`config.mk`:
```
export PLATFORM = sky130hd
export DESIGN_NAME = e3_tx_payload_in
export DESIGN_NICKNAME = d
export VERILOG_FILES = /design/src/rtl/e3_tx_pkg.sv /design/src/rtl/e3_bit_counter.sv /design/src/rtl/e3_slot_decode.sv /design/src/rtl/e3_line_mux.sv /design/src/rtl/e3_tx_payload_in.sv
export SDC_FILE = /design/constraint.sdc
export NUM_CORES = 1
export LEC_CHECK = 0
export BUFFER_PORTS_ARGS = -buffer_cell sky130_fd_sc_hd__buf_2
export CAP_MARGIN = 10
export CORE_UTILIZATION = 50
export CTS_CLUSTER_DIAMETER = 120
export DETAILED_ROUTE_END_ITERATION = 7
export GPL_TIMING_DRIVEN = 1
export PLACE_DENSITY_LB_ADDON = 0.25
export SLEW_MARGIN = 25
export SYNTH_ARGS = -nofsm -noshare
export SYNTH_HDL_FRONTEND = slang
export SYNTH_SLANG_ARGS = --single-unit
```
`constraint.sdc`:
```
create_clock -name tx_clk -period 4.65 [get_ports tx_clk]
set_input_delay 0.6975 -clock tx_clk [delete_from_list [all_inputs] [get_ports tx_clk]]
set_output_delay 0.6975 -clock tx_clk [all_outputs]
set_load 0.01 [all_outputs]
```
`src/rtl/e3_tx_pkg.sv`:
```
// Shared types for the E3 transmit payload input.
// Assumes nothing; holds only the slot classification used across modules.
package e3_tx_pkg;
    typedef enum logic [1:0] {
        SLOT_FAS     = 2'd0,
        SLOT_ALARM   = 2'd1,
        SLOT_NATL    = 2'd2,
        SLOT_PAYLOAD = 2'd3
    } slot_kind_t;
endpackage

```
`src/rtl/e3_bit_counter.sv`:
```
// Frame position counter with registered indicator outputs.
// Assumes the overhead block sits at positions 0..OVH_BITS-1 of each frame.
module e3_bit_counter #(
    parameter int FRAME_BITS = 1536,
    parameter int OVH_BITS   = 12,
    parameter int CNT_W      = $clog2(FRAME_BITS)
) (
    input  logic             clk,
    input  logic             rst_n,
    output logic [CNT_W-1:0] pos,
    output logic             stall_ind,
    output logic             frame_last
);
    localparam logic [CNT_W-1:0] LAST     = CNT_W'(FRAME_BITS - 1);
    localparam logic [CNT_W-1:0] OVH_TAIL = CNT_W'(OVH_BITS - 1);

    logic [CNT_W-1:0] pos_nxt;

    // Next position, wrapping at the end of the frame.
    always_comb begin
        pos_nxt = (pos == LAST) ? '0 : pos + 1'b1;
    end

    // Advance position and register indicators for the coming cycle.
    always_ff @(posedge clk) begin
        if (!rst_n) begin
            pos        <= '0;
            stall_ind  <= 1'b0;
            frame_last <= 1'b0;
        end else begin
            pos        <= pos_nxt;
            stall_ind  <= (pos_nxt == LAST) || (pos_nxt < OVH_TAIL);
            frame_last <= (pos_nxt == LAST);
        end
    end

    a_r1_reset_state: assert property (@(posedge clk)
        !rst_n |=> (pos == '0 && !stall_ind && !frame_last));
    a_r2_wrap: assert property (@(posedge clk) disable iff (!rst_n)
        (pos == LAST) |=> (pos == '0));
    a_r3_single_pulse: assert property (@(posedge clk) disable iff (!rst_n)
        frame_last |=> !frame_last);
    a_r4_stall_end: assert property (@(posedge clk) disable iff (!rst_n)
        $fell(stall_ind) |-> (pos == OVH_TAIL));
    a_r5_coincide: assert property (@(posedge clk) disable iff (!rst_n)
        frame_last |-> stall_ind);
endmodule

```
`src/rtl/e3_slot_decode.sv`:
```
// Classifies a frame position and supplies its overhead bit value.
// Assumes alignment word first (MSB first), then alarm, then national bit.
module e3_slot_decode
    import e3_tx_pkg::*;
#(
    parameter int          FAS_LEN  = 10,
    parameter logic [9:0]  FAS_WORD = 10'b1111010000,
    parameter int          CNT_W    = 11
) (
    input  logic [CNT_W-1:0] pos,
    input  logic             alarm_in,
    input  logic             natl_in,
    output slot_kind_t       kind,
    output logic             ovh_val
);
    localparam int IDX_W = $clog2(FAS_LEN);
    localparam logic [CNT_W-1:0] ALARM_POS = CNT_W'(FAS_LEN);
    localparam logic [CNT_W-1:0] NATL_POS  = CNT_W'(FAS_LEN + 1);
    localparam logic [CNT_W-1:0] FAS_END   = CNT_W'(FAS_LEN);

    logic [IDX_W-1:0] fas_idx;

    // Select slot type and overhead value for the current position.
    always_comb begin
        fas_idx = IDX_W'(FAS_LEN - 1) - pos[IDX_W-1:0];
        if (pos < FAS_END) begin
            kind    = SLOT_FAS;
            ovh_val = FAS_WORD[fas_idx];
        end else if (pos == ALARM_POS) begin
            kind    = SLOT_ALARM;
            ovh_val = alarm_in;
        end else if (pos == NATL_POS) begin
            kind    = SLOT_NATL;
            ovh_val = natl_in;
        end else begin
            kind    = SLOT_PAYLOAD;
            ovh_val = 1'b0;
        end
    end
endmodule

```
`src/rtl/e3_line_mux.sv`:
```
// Registers the outbound bit: overhead value or the sampled payload bit.
// Assumes the slot kind reflects the position being processed this cycle.
module e3_line_mux
    import e3_tx_pkg::*;
(
    input  logic       clk,
    input  logic       rst_n,
    input  slot_kind_t kind,
    input  logic       ovh_val,
    input  logic       pay_in,
    output logic       line_out
);
    // Latch payload only in payload slots; overhead otherwise.
    always_ff @(posedge clk) begin
        if (!rst_n) begin
            line_out <= 1'b0;
        end else begin
            line_out <= (kind == SLOT_PAYLOAD) ? pay_in : ovh_val;
        end
    end
endmodule

```
`src/rtl/e3_tx_payload_in.sv`:
```
// E3 transmit serial payload input: counts frame positions, inserts
// overhead, samples payload and flags stalls and frame ends.
// Assumes one local clock for both this block and upstream equipment.
module e3_tx_payload_in
    import e3_tx_pkg::*;
#(
    parameter int         FRAME_BITS = 1536,
    parameter int         FAS_LEN    = 10,
    parameter logic [9:0] FAS_WORD   = 10'b1111010000
) (
    input  logic tx_clk,
    input  logic rst_n,
    input  logic pay_in,
    input  logic alarm_in,
    input  logic natl_in,
    output logic line_out,
    output logic stall_ind,
    output logic frame_last
);
    localparam int OVH_BITS = FAS_LEN + 2;
    localparam int CNT_W    = $clog2(FRAME_BITS);

    logic [CNT_W-1:0] pos;
    slot_kind_t       kind;
    logic             ovh_val;

    e3_bit_counter #(
        .FRAME_BITS(FRAME_BITS),
        .OVH_BITS  (OVH_BITS),
        .CNT_W     (CNT_W)
    ) u_counter (
        .clk       (tx_clk),
        .rst_n     (rst_n),
        .pos       (pos),
        .stall_ind (stall_ind),
        .frame_last(frame_last)
    );

    e3_slot_decode #(
        .FAS_LEN (FAS_LEN),
        .FAS_WORD(FAS_WORD),
        .CNT_W   (CNT_W)
    ) u_decode (
        .pos     (pos),
        .alarm_in(alarm_in),
        .natl_in (natl_in),
        .kind    (kind),
        .ovh_val (ovh_val)
    );

    e3_line_mux u_mux (
        .clk     (tx_clk),
        .rst_n   (rst_n),
        .kind    (kind),
        .ovh_val (ovh_val),
        .pay_in  (pay_in),
        .line_out(line_out)
    );

    a_r4_stall_ahead: assert property (@(posedge tx_clk) disable iff (!rst_n)
        stall_ind |=> (kind != SLOT_PAYLOAD));
    a_r6_payload_pass: assert property (@(posedge tx_clk) disable iff (!rst_n)
        (kind == SLOT_PAYLOAD) |=> (line_out == $past(pay_in)));
    a_r8_alarm_slot: assert property (@(posedge tx_clk) disable iff (!rst_n)
        (kind == SLOT_ALARM) |=> (line_out == $past(alarm_in)));
endmodule

```
# == After elaboration in Yosys (flattened, before gate mapping) ==
# Memory sizes are Yosys's and may differ from the RTL's.
# Cells that the tools add are included.
# word_totals
wordCells,25
mem_bits_ro,16
output_inout_bits,3
memories,1
reg_bits,14
# classes
order_cmp,3
n_eq_ne,5
reduce_logical,1
n_mux,9
n_addsub,2
# memory_table
name,depth,word_bits,rd,rd_clocked_by_memory_dff,write_ports,line,text
(no name shown),16,1,1,0,0,e3_slot_decode.sv:28,ovh_val = FAS_WORD[fas_idx];
# ops
op,n
== test 11 bit (second input constant),2
== test 11 x 4 -> 1 bit (second input constant),2
< comparator 11 x 4 -> 1 bit (second input constant),2
adder 11 x 1 -> 11 bit (second input constant),1
two-way mux 11 bit,1
two-way mux 1 bit,6
< comparator 4 x 5 -> 1 bit (second input constant),1
two-way mux 2 bit,2
subtractor 4 bit (first input constant),1
== test 2 bit (second input constant),1
logical OR 1 bit,1

# == Logic depth before layout (Yosys ltp) ==
# Gate-level depths: netlist of the first run.
# logic_depth
word_depth,6
mapped_depth,8
mapped_depth_nobuf,8

# == By module ==
# A second synthesis of the first run with hierarchy kept.
# unflattened
cells_unflattened,105
hier_area_um2,880.8
# by_module_without_submodules
module,seq_area_each_um2,area_each_um2,cells_each,n_inst
e3_bit_counter,260.2,710.7,84,1
e3_slot_decode,0.0,128.9,16,1
e3_line_mux,20.0,41.3,5,1

# == Least setup slack after synthesis of the first run ==
# OpenSTA, ideal clock, no wires.
# synth_path
path_type,register to register
startpoint,register u_counter.pos[0]
endpoint,register u_counter.stall_ind
path_stages_with_launch,8
synth_period_minus_slack_ns,1.891
arrival_time_ns,1.771
t_required_ns,4.530
path_slack_ns,2.759
path_buffers,0
setup_ns,0.120
cell_sequence,dfxtp_1 -> ha_1 -> nand2_1 -> or3_4 -> o21ai_4 -> nor2_2 -> and3_1 -> or2_1
# synth_via
elab_chain_cells,4
# synth_rtl
item,line,text
"start, declared",e3_bit_counter.sv:10,"output logic [CNT_W-1:0] pos,"
"start signal, assigned",e3_bit_counter.sv:31,pos <= pos_nxt;
adder 11 x 1 -> 11 bit / == test 11 bit (equally long branches),e3_bit_counter.sv:21,pos_nxt = (pos == LAST) ? '0 : pos + 1'b1;
two-way mux 11 bit (*),e3_bit_counter.sv:21,
< comparator 11 x 4 -> 1 bit / == test 11 bit (equally long branches),e3_bit_counter.sv:32,stall_ind <= (pos_nxt == LAST) || (pos_nxt < OVH_TAIL);
logical OR 1 bit (*),e3_bit_counter.sv:32,
"end signal, assigned",e3_bit_counter.sv:32,
"end, declared",e3_bit_counter.sv:11,"output logic stall_ind,"
# Every way passes the cells marked *; elsewhere a longest branch is shown, timed or not.
# A chain may end at the register's enable or synchronous reset.

# == Final worst setup path of the first run ==
# Ends and elaborated chain as after synthesis.

==> reports/results.txt, run 1 <==
Initial Utilization -> 0.5540
Yosys reg bits -> 14
Data required time of the worst path -> 4.84 ns
Setup Crit Path Kind -> reg2reg
Wire per inst -> 12.86 um
Die width -> 43.80 um
Rows -> 14
Initial antenna violation count -> 0
Syn avg cell area -> 8.647 um^2
Most common cell after layout, fill and taps aside -> dfxtp_1
YS warnings -> 0
Vias in the first global route -> 648
Worst VDD drop -> 0.1747 mV
Outcome -> complete, no violations
Worst Path Arrival -> 2.36 ns
CTS Sinks -> 14
Worst path cell trace -> ha_1, nand2_1, or3_4, o21ai_4, nor2_2, and3_1, or2_1
Via density -> 5.645
Post-CTS sizing -> 0
Syn Nets -> 111
Boundary pin count -> 8
Routed WL -> 1595 um
Worst setup SP type -> register
Max_cap viols -> 0
LEAKAGE -> 0.0003599 uW
1st-pass router iterations -> 5
Most frequent cells in the layout -> dfxtp_1 (14), nor2_1 (10), nand2_1 (8)
Least-Margin Pin Slew -> 0.3242 ns
IO buf count -> 7
Clock buffer depth -> 2
Number of flops mapped to enable cells by yosys -> 0
Max Fclk -> 459.8 MHz
Worst-path maximum fanout -> 9
Post CTS Setup Buffer Count -> 0
Worst reg-to-reg setup slack -> 2.48 ns
Congestion Overflow GR -> 0
Unrepaired setup endpoints after global routing -> no
Fraction of registers with async set/reset -> 0
Layout cells sized above 1 -> 0.1852
H-tree Lvls -> 1
Fin. max-slew vios -> 0
Cell variety after synth -> 39
Setup Viol. Count Final -> 0
Final nets -> 119
TritonCTS Buffers -> 3
Largest net degree at the start of global routing -> 10
Die area -> 1918 um^2
Fin crit share -> 0.4677
Overall die height -> 43.80 um
Power per Cell Area -> 265.5 nW/um^2
Fin util -> 0.5881
Post-Syn Area -> 873.3 um^2
Gpl congestion -> 0.8933
Post-Synthesis Cells -> 101
Gr usage total -> 0.2059
Post-route ant nets -> 0
Slew HR -> 0.7836
Setup_tns -> 0 ns
Residual DRC -> 0
CTS tree -> built
First-pass GRT wire length -> 2870 um
Ys flop type -> dfxtp_1
Reg clk slew, reported paths -> 0.09 ns
DR vias -> 700
Worst skew pair latency -> 0.29 ns
Area growth syn-to-layout -> 6.160%
Register area share after synthesis -> 0.3209
Core box area -> 1577 um^2
Slowest cell delay on critical path -> 0.49 ns
Crit path capture type -> register
Detailed Place HPWL -> 1210 um
Hold_buf cts -> 0
Root Buffer -> clkbuf_4
Clock Skews -> 0.001544 ns
HP Class -> reg2reg
Final Critical Period -> 2.175 ns
Final hold vios -> 0
DR iter-0 viols -> 29
Crit path max-delay cell type -> dfxtp_1
Diode count -> 0
==> stage by stage <==
step,std cells,hold WS (ns),worst slack (ns),cell area [um^2],power (uW)
6_report,124,0.5274,2.475,927.1,246.1
5_1_grt,124,0.5858,2.347,927.1,260.3
4_1_cts,124,0.5327,2.506,927.1,247.0
3_5_place_dp,120,0.5201,2.510,890.9,159.5
3_3_place_gp,120,0.5128,2.524,890.9,159.0
2_1_floorplan,101,0.4769,2.759,873.3,151.0
==> synthesized netlist by cell type (2+ instances only) <==
cell | number | share of area
dfxtp_1 | 14 | 0.32
nor2_1 | 10 | 0.043
nand2_1 | 8 | 0.034
nand3_1 | 6 | 0.034
ha_1 | 5 | 0.072
inv_1 | 5 | 0.021
nor2b_1 | 5 | 0.036
nor3_1 | 4 | 0.023
a21oi_1 | 3 | 0.017
nand2b_1 | 3 | 0.021
xnor2_1 | 3 | 0.030
xor2_1 | 3 | 0.030
a31oi_1 | 2 | 0.014
and2_1 | 2 | 0.014
buf_4 | 2 | 0.017
buf_6 | 2 | 0.026
mux2i_1 | 2 | 0.023
==> cell families after synthesis <==
family,Yosys count,synth area share
mux,2,0.02292
fa+ha+maj,5,0.07163
buf+inv,9,0.06447
xor+xnor,7,0.07881
flops,14,0.3209
simple gates,49,0.3052
compound gates,15,0.1361
==> registers in the layout, indices dropped and copies added (netlist names) <==
register	cells
u_counter.pos	11
u_counter.frame_last	1
u_mux.line_out	1
u_counter.stall_ind	1
==> worst paths after layout <==
path | startpoint | endpoint | depth (start not counted)
worst min-delay path | u_counter.pos[5] | u_counter.pos[5] | 2
worst max register to register | u_counter.pos[0] | u_counter.stall_ind | 7
worst max-delay path | u_counter.pos[0] | u_counter.stall_ind | 7
worst min register to register | u_counter.pos[5] | u_counter.pos[5] | 2
==> layer usage <==
metal / wire length, um / vias to the layer above / global-route usage
met3: 155 / 2 / 0.07500
met1: 746 / 309 / 0.2634
li1: - / 360 / -
met4: 17 / 0 / 0.09375
met5: 0 / - / 0
met2: 676 / 29 / 0.3075
==> critical path, delay by kind of cell (launching register included) <==
family / cells / cell delay [ns]
DFF: 1 / 0.49
adders and majority gates: 1 / 0.34
AOI/OAI and AO/OA: 1 / 0.25
and+or+nand+nor: 5 / 0.99
==> area by class of cell <==
type	instances	area, um^2
repair buffers	7	35.03
well taps	16	20.02
inverters	5	18.77
clock buffers	4	36.28
multi-input cells	78	536.8
flip-flops and latches	14	280.3
fillers	155	649.4
==> power breakdown <==
part	total [uW]	internal, uW	switching [uW]
combinational	29.2	13.5	15.7
sequential	128	124	4.03
clock	89.3	47.7	41.5
total	246	185	61.3
No activity file was read; power rests on OpenSTA's default activity.
==> run 2, diff against run 1 <==
--- a/config.mk
+++ b/config.mk
@@ -5,6 +5,7 @@
 export SDC_FILE = /design/constraint.sdc
 export NUM_CORES = 1
 export LEC_CHECK = 0
+export ABC_AREA = 1
 export BUFFER_PORTS_ARGS = -buffer_cell sky130_fd_sc_hd__buf_2
 export CAP_MARGIN = 10
 export CORE_UTILIZATION = 50
==> constraint.sdc (replaced) <==
create_clock -name tx_clk -period 1.95 [get_ports tx_clk]
set_input_delay 0.2925 -clock tx_clk [delete_from_list [all_inputs] [get_ports tx_clk]]
set_output_delay 0.2925 -clock tx_clk [all_outputs]
set_load 0.01 [all_outputs]
==> reports/results.txt, run 2 <==
Clock Skews -> 0.004630 ns (+0.003087 ns)
Max reg flops -> 11 (unchanged)
Top-area cell type share of the netlist area -> 0.3027 (-0.01821)
1st-pass router iterations -> 4 (-1)
Most frequent cells after synthesis -> nand2_1 (31), nor2_1 (22), inv_1 (20), nand3_1 (15), dfxtp_1 (14)
Residual DRC -> 0 (unchanged)
Metal-1 WL -> 897 um (+20%)
Via density -> 4.880 (-14%)
Crit path capture type -> register
Worst path cell trace -> ha_1, nand2_1, nor2_4, nand3_4, nand2_1, nor2_1, nand2_1, nor2_1, nand2_1, nand2_1
Most common cell after layout, fill and taps aside -> nand2_1
Logic gate share of total power -> 0.110 (-0.009)
Rows -> 15 (+1)
Gr usage total -> 0.2233 (+0.01748)
Setup Viol. Count Final -> 0 (unchanged)
Fillers -> 171 (+10%)
Hold_buf cts -> 0 (unchanged)
Clock buffer depth -> 2 (unchanged)
Fin. max-slew vios -> 0 (unchanged)
Met2 wire len -> 909 um (+34%)
Non-Filler Instances -> 175 (+41%)
Final Critical Period -> 1.639 ns (-0.5352 ns)
CP most frequent cell -> nand2_1
Max Fclk -> 610.0 MHz (+33%)
Power per Cell Area -> 532.8 nW/um^2 (+100%)
Final nets -> 162 (+36%)
Reg clk slew, reported paths -> 0.09 ns (about the same)
Yosys reg bits -> 14 (unchanged)
IO buf count -> 7 (unchanged)
Largest net degree at the start of global routing -> 13 (+3)
Area growth syn-to-layout -> 7.973%
Routed WL -> 1908 um (+20%)
Number of flops mapped to enable cells by yosys -> 0 (unchanged)
Slowest cell delay on critical path -> 0.42 ns (-0.07 ns)
Share of power burned in registers -> 0.567 (+0.048)
Wire per inst -> 10.90 um (-15%)
Cell with the most instances after synthesis -> nand2_1
Syn avg cell area -> 6.520 um^2 (-25%)
Initial Utilization -> 0.5362 (-0.01774)
Vias in the first global route -> 762 (+18%)
Clk pwr share -> 0.323 (-0.040)
Reg-to-Reg End -> u_counter.stall_ind
Syn Nets -> 152 (+37%)
Critical path's top delay family -> simple AND/OR/NAND/NOR gates
Cell accounting for the most synthesized area -> dfxtp_1
DR vias -> 854 (+22%)
H-tree Lvls -> 1 (unchanged)
Fin crit share -> 0.8407 (+0.3731)
Unrepaired setup endpoints after global routing -> no
Data required time of the worst path -> 2.13 ns (-2.71 ns)
Layout cells sized above 1 -> 0.1733 (-0.01185)
Pint -> 389.6 uW (+110%)
Slew HR -> 0.7269 (-0.05662)
Detailed Place HPWL -> 1456 um (+20%)
First-pass GRT wire length -> 3298 um (+15%)
Top cells by area, synth -> dfxtp_1 (30%), nand2_1 (13%), nor2_1 (8.9%)
Top sig layer -> met4
Overall die height -> 45.03 um (+2.8%)
Post CTS Setup Buffer Count -> 0 (unchanged)
Most frequent cells in the layout -> nand2_1 (31), nor2_1 (22), inv_1 (20)
Least-Margin Pin Slew -> 0.4092 ns (+0.08492 ns)
LEAKAGE -> 0.0004710 uW (+31%)
Wire length on met3 -> 76 um (-51%)
Core box area -> 1727 um^2 (+9.5%)
Switching Share -> 0.2686 (+0.01972)
Ys flop type -> dfxtp_1
Worst skew pair latency -> 0.28 ns (about the same)
Congestion Overflow GR -> 0 (unchanged)
Max_cap viols -> 0 (unchanged)
Worst VDD drop -> 0.3938 mV (+130%)
HP Start -> rst_n
HP Class -> in2reg
Outcome -> complete, no violations
CTS Sinks -> 14 (unchanged)
Reg area -> 280.3 um^2 (unchanged)
YS warnings -> 0 (unchanged)
Initial antenna violation count -> 0 (unchanged)
Crit path buf inv count -> 0 (unchanged)
Cell variety after synth -> 23 (-41%)
Die area -> 2028 um^2 (+5.7%)
Most flops, register -> u_counter.pos
TritonCTS Buffers -> 3 (unchanged)
Area of the multi-input gates -> 540.5 um^2 (+0.70%)
Post-Syn Area -> 925.9 um^2 (+6.0%)
Setup Crit Path Kind -> reg2reg
Setup_tns -> 0 ns (unchanged)
CTS tree -> built
Boundary pin count -> 8 (unchanged)
DR iter-0 viols -> 32 (+10%)
Post-CTS sizing -> 0 (unchanged)
Post-Synthesis Cells -> 142 (+41%)
Worst reg-to-reg setup slack -> 0.31 ns (-2.16 ns)
Worst Hold Depth -> 3 (+1)
Worst-path maximum fanout -> 6 (-3)
Die width -> 45.03 um (+2.8%)
Gpl congestion -> 0.8736 (-2.2%)
P_sw -> 143.1 uW (+130%)
Placed Cells -> 172 (+43%)
Root Buffer -> clkbuf_4
Worst Path Arrival -> 1.82 ns (-0.54 ns)
R2r startpoint -> u_counter.pos[0]
Final hold vios -> 0 (unchanged)
Register area share after synthesis -> 0.3027 (-0.01821)
WHS Endpoint -> u_mux.line_out
Hold WS -> 0.2574 ns (-0.2700 ns)
Fraction of registers with async set/reset -> 0 (unchanged)
R2r worst-path depth -> 10 (+3)
Worst setup SP type -> register
Post-route ant nets -> 0 (unchanged)
Crit path max-delay cell type -> dfxtp_1
Diode count -> 0 (unchanged)
[run 2: worst max path at each step]
| stage | startpoint | to | slack (ns) | depth (start not counted) |
|---|---|---|---|---|
| floorplan | u_counter.pos[0] | u_counter.stall_ind | 0.52 | 10 |
| global placement | u_counter.pos[0] | u_counter.stall_ind | 0.39 | 10 |
| detailed placement | u_counter.pos[0] | u_counter.stall_ind | 0.36 | 10 |
| CTS | u_counter.pos[0] | u_counter.stall_ind | 0.34 | 10 |
| global route | u_counter.pos[0] | u_counter.stall_ind | 0.13 | 10 |
| finish | u_counter.pos[0] | u_counter.stall_ind | 0.31 | 10 |
[run 2: worst min-delay path, stage by stage]
cell     delay, ns
buf_2         0.10
o21ai_0       0.06
nor2_1        0.04
[run 2: logic make-up after synthesis]
group / after synthesis / share of synthesized area
AND/OR/NAND/NOR: 83 / 0.4270
buffers and inverters: 26 / 0.1135
flip-flops: 14 / 0.3027
AO/OA/AOI/OAI: 13 / 0.07974
adder cells (fa/ha/maj): 5 / 0.06757
XOR/XNOR: 1 / 0.009461
[run 2: metrics by stage]
| stage | setup slack (ns) | power, uW | cell area, um^2 | utilization |
|---|---|---|---|---|
| 2_1_floorplan | 0.5185 | 348.9 | 925.9 | - |
| 5_1_grt | 0.1278 | 564.3 | 999.7 | 0.5790 |
| 3_5_place_dp | 0.3570 | 366.9 | 977.2 | 0.5659 |
| 4_1_cts | 0.3352 | 532.1 | 999.7 | 0.5790 |
| 3_3_place_gp | 0.3925 | 363.9 | 977.2 | 0.5659 |
| 6_report | 0.3106 | 532.7 | 999.7 | 0.5790 |
[run 2: routing by layer]
layer,track usage,vias up
met4,0.09697,0
met1,0.2988,365
met3,0.04800,4
li1,-,461
met2,0.3449,24
met5,0,-
[run 2: power by group through the flow]
stage | sequential (uW) | clock, uW | combinational [uW]
after floorplan | 309 | 0 | 39.5
after global routing | 304 | 190 | 70.0
final | 302 | 172 | 58.6
after detailed placement | 309 | 0 | 58.1
after CTS | 302 | 171 | 58.5
after global placement | 309 | 0 | 55.3
[run 2: cell type report]
class | instances | area share
multi-input combinational | 102 | 0.5407
sequential | 14 | 0.2804
inverter | 24 | 0.09011
timing repair buffer | 7 | 0.03504
tap | 25 | 0.03129
clock buffer | 3 | 0.02253
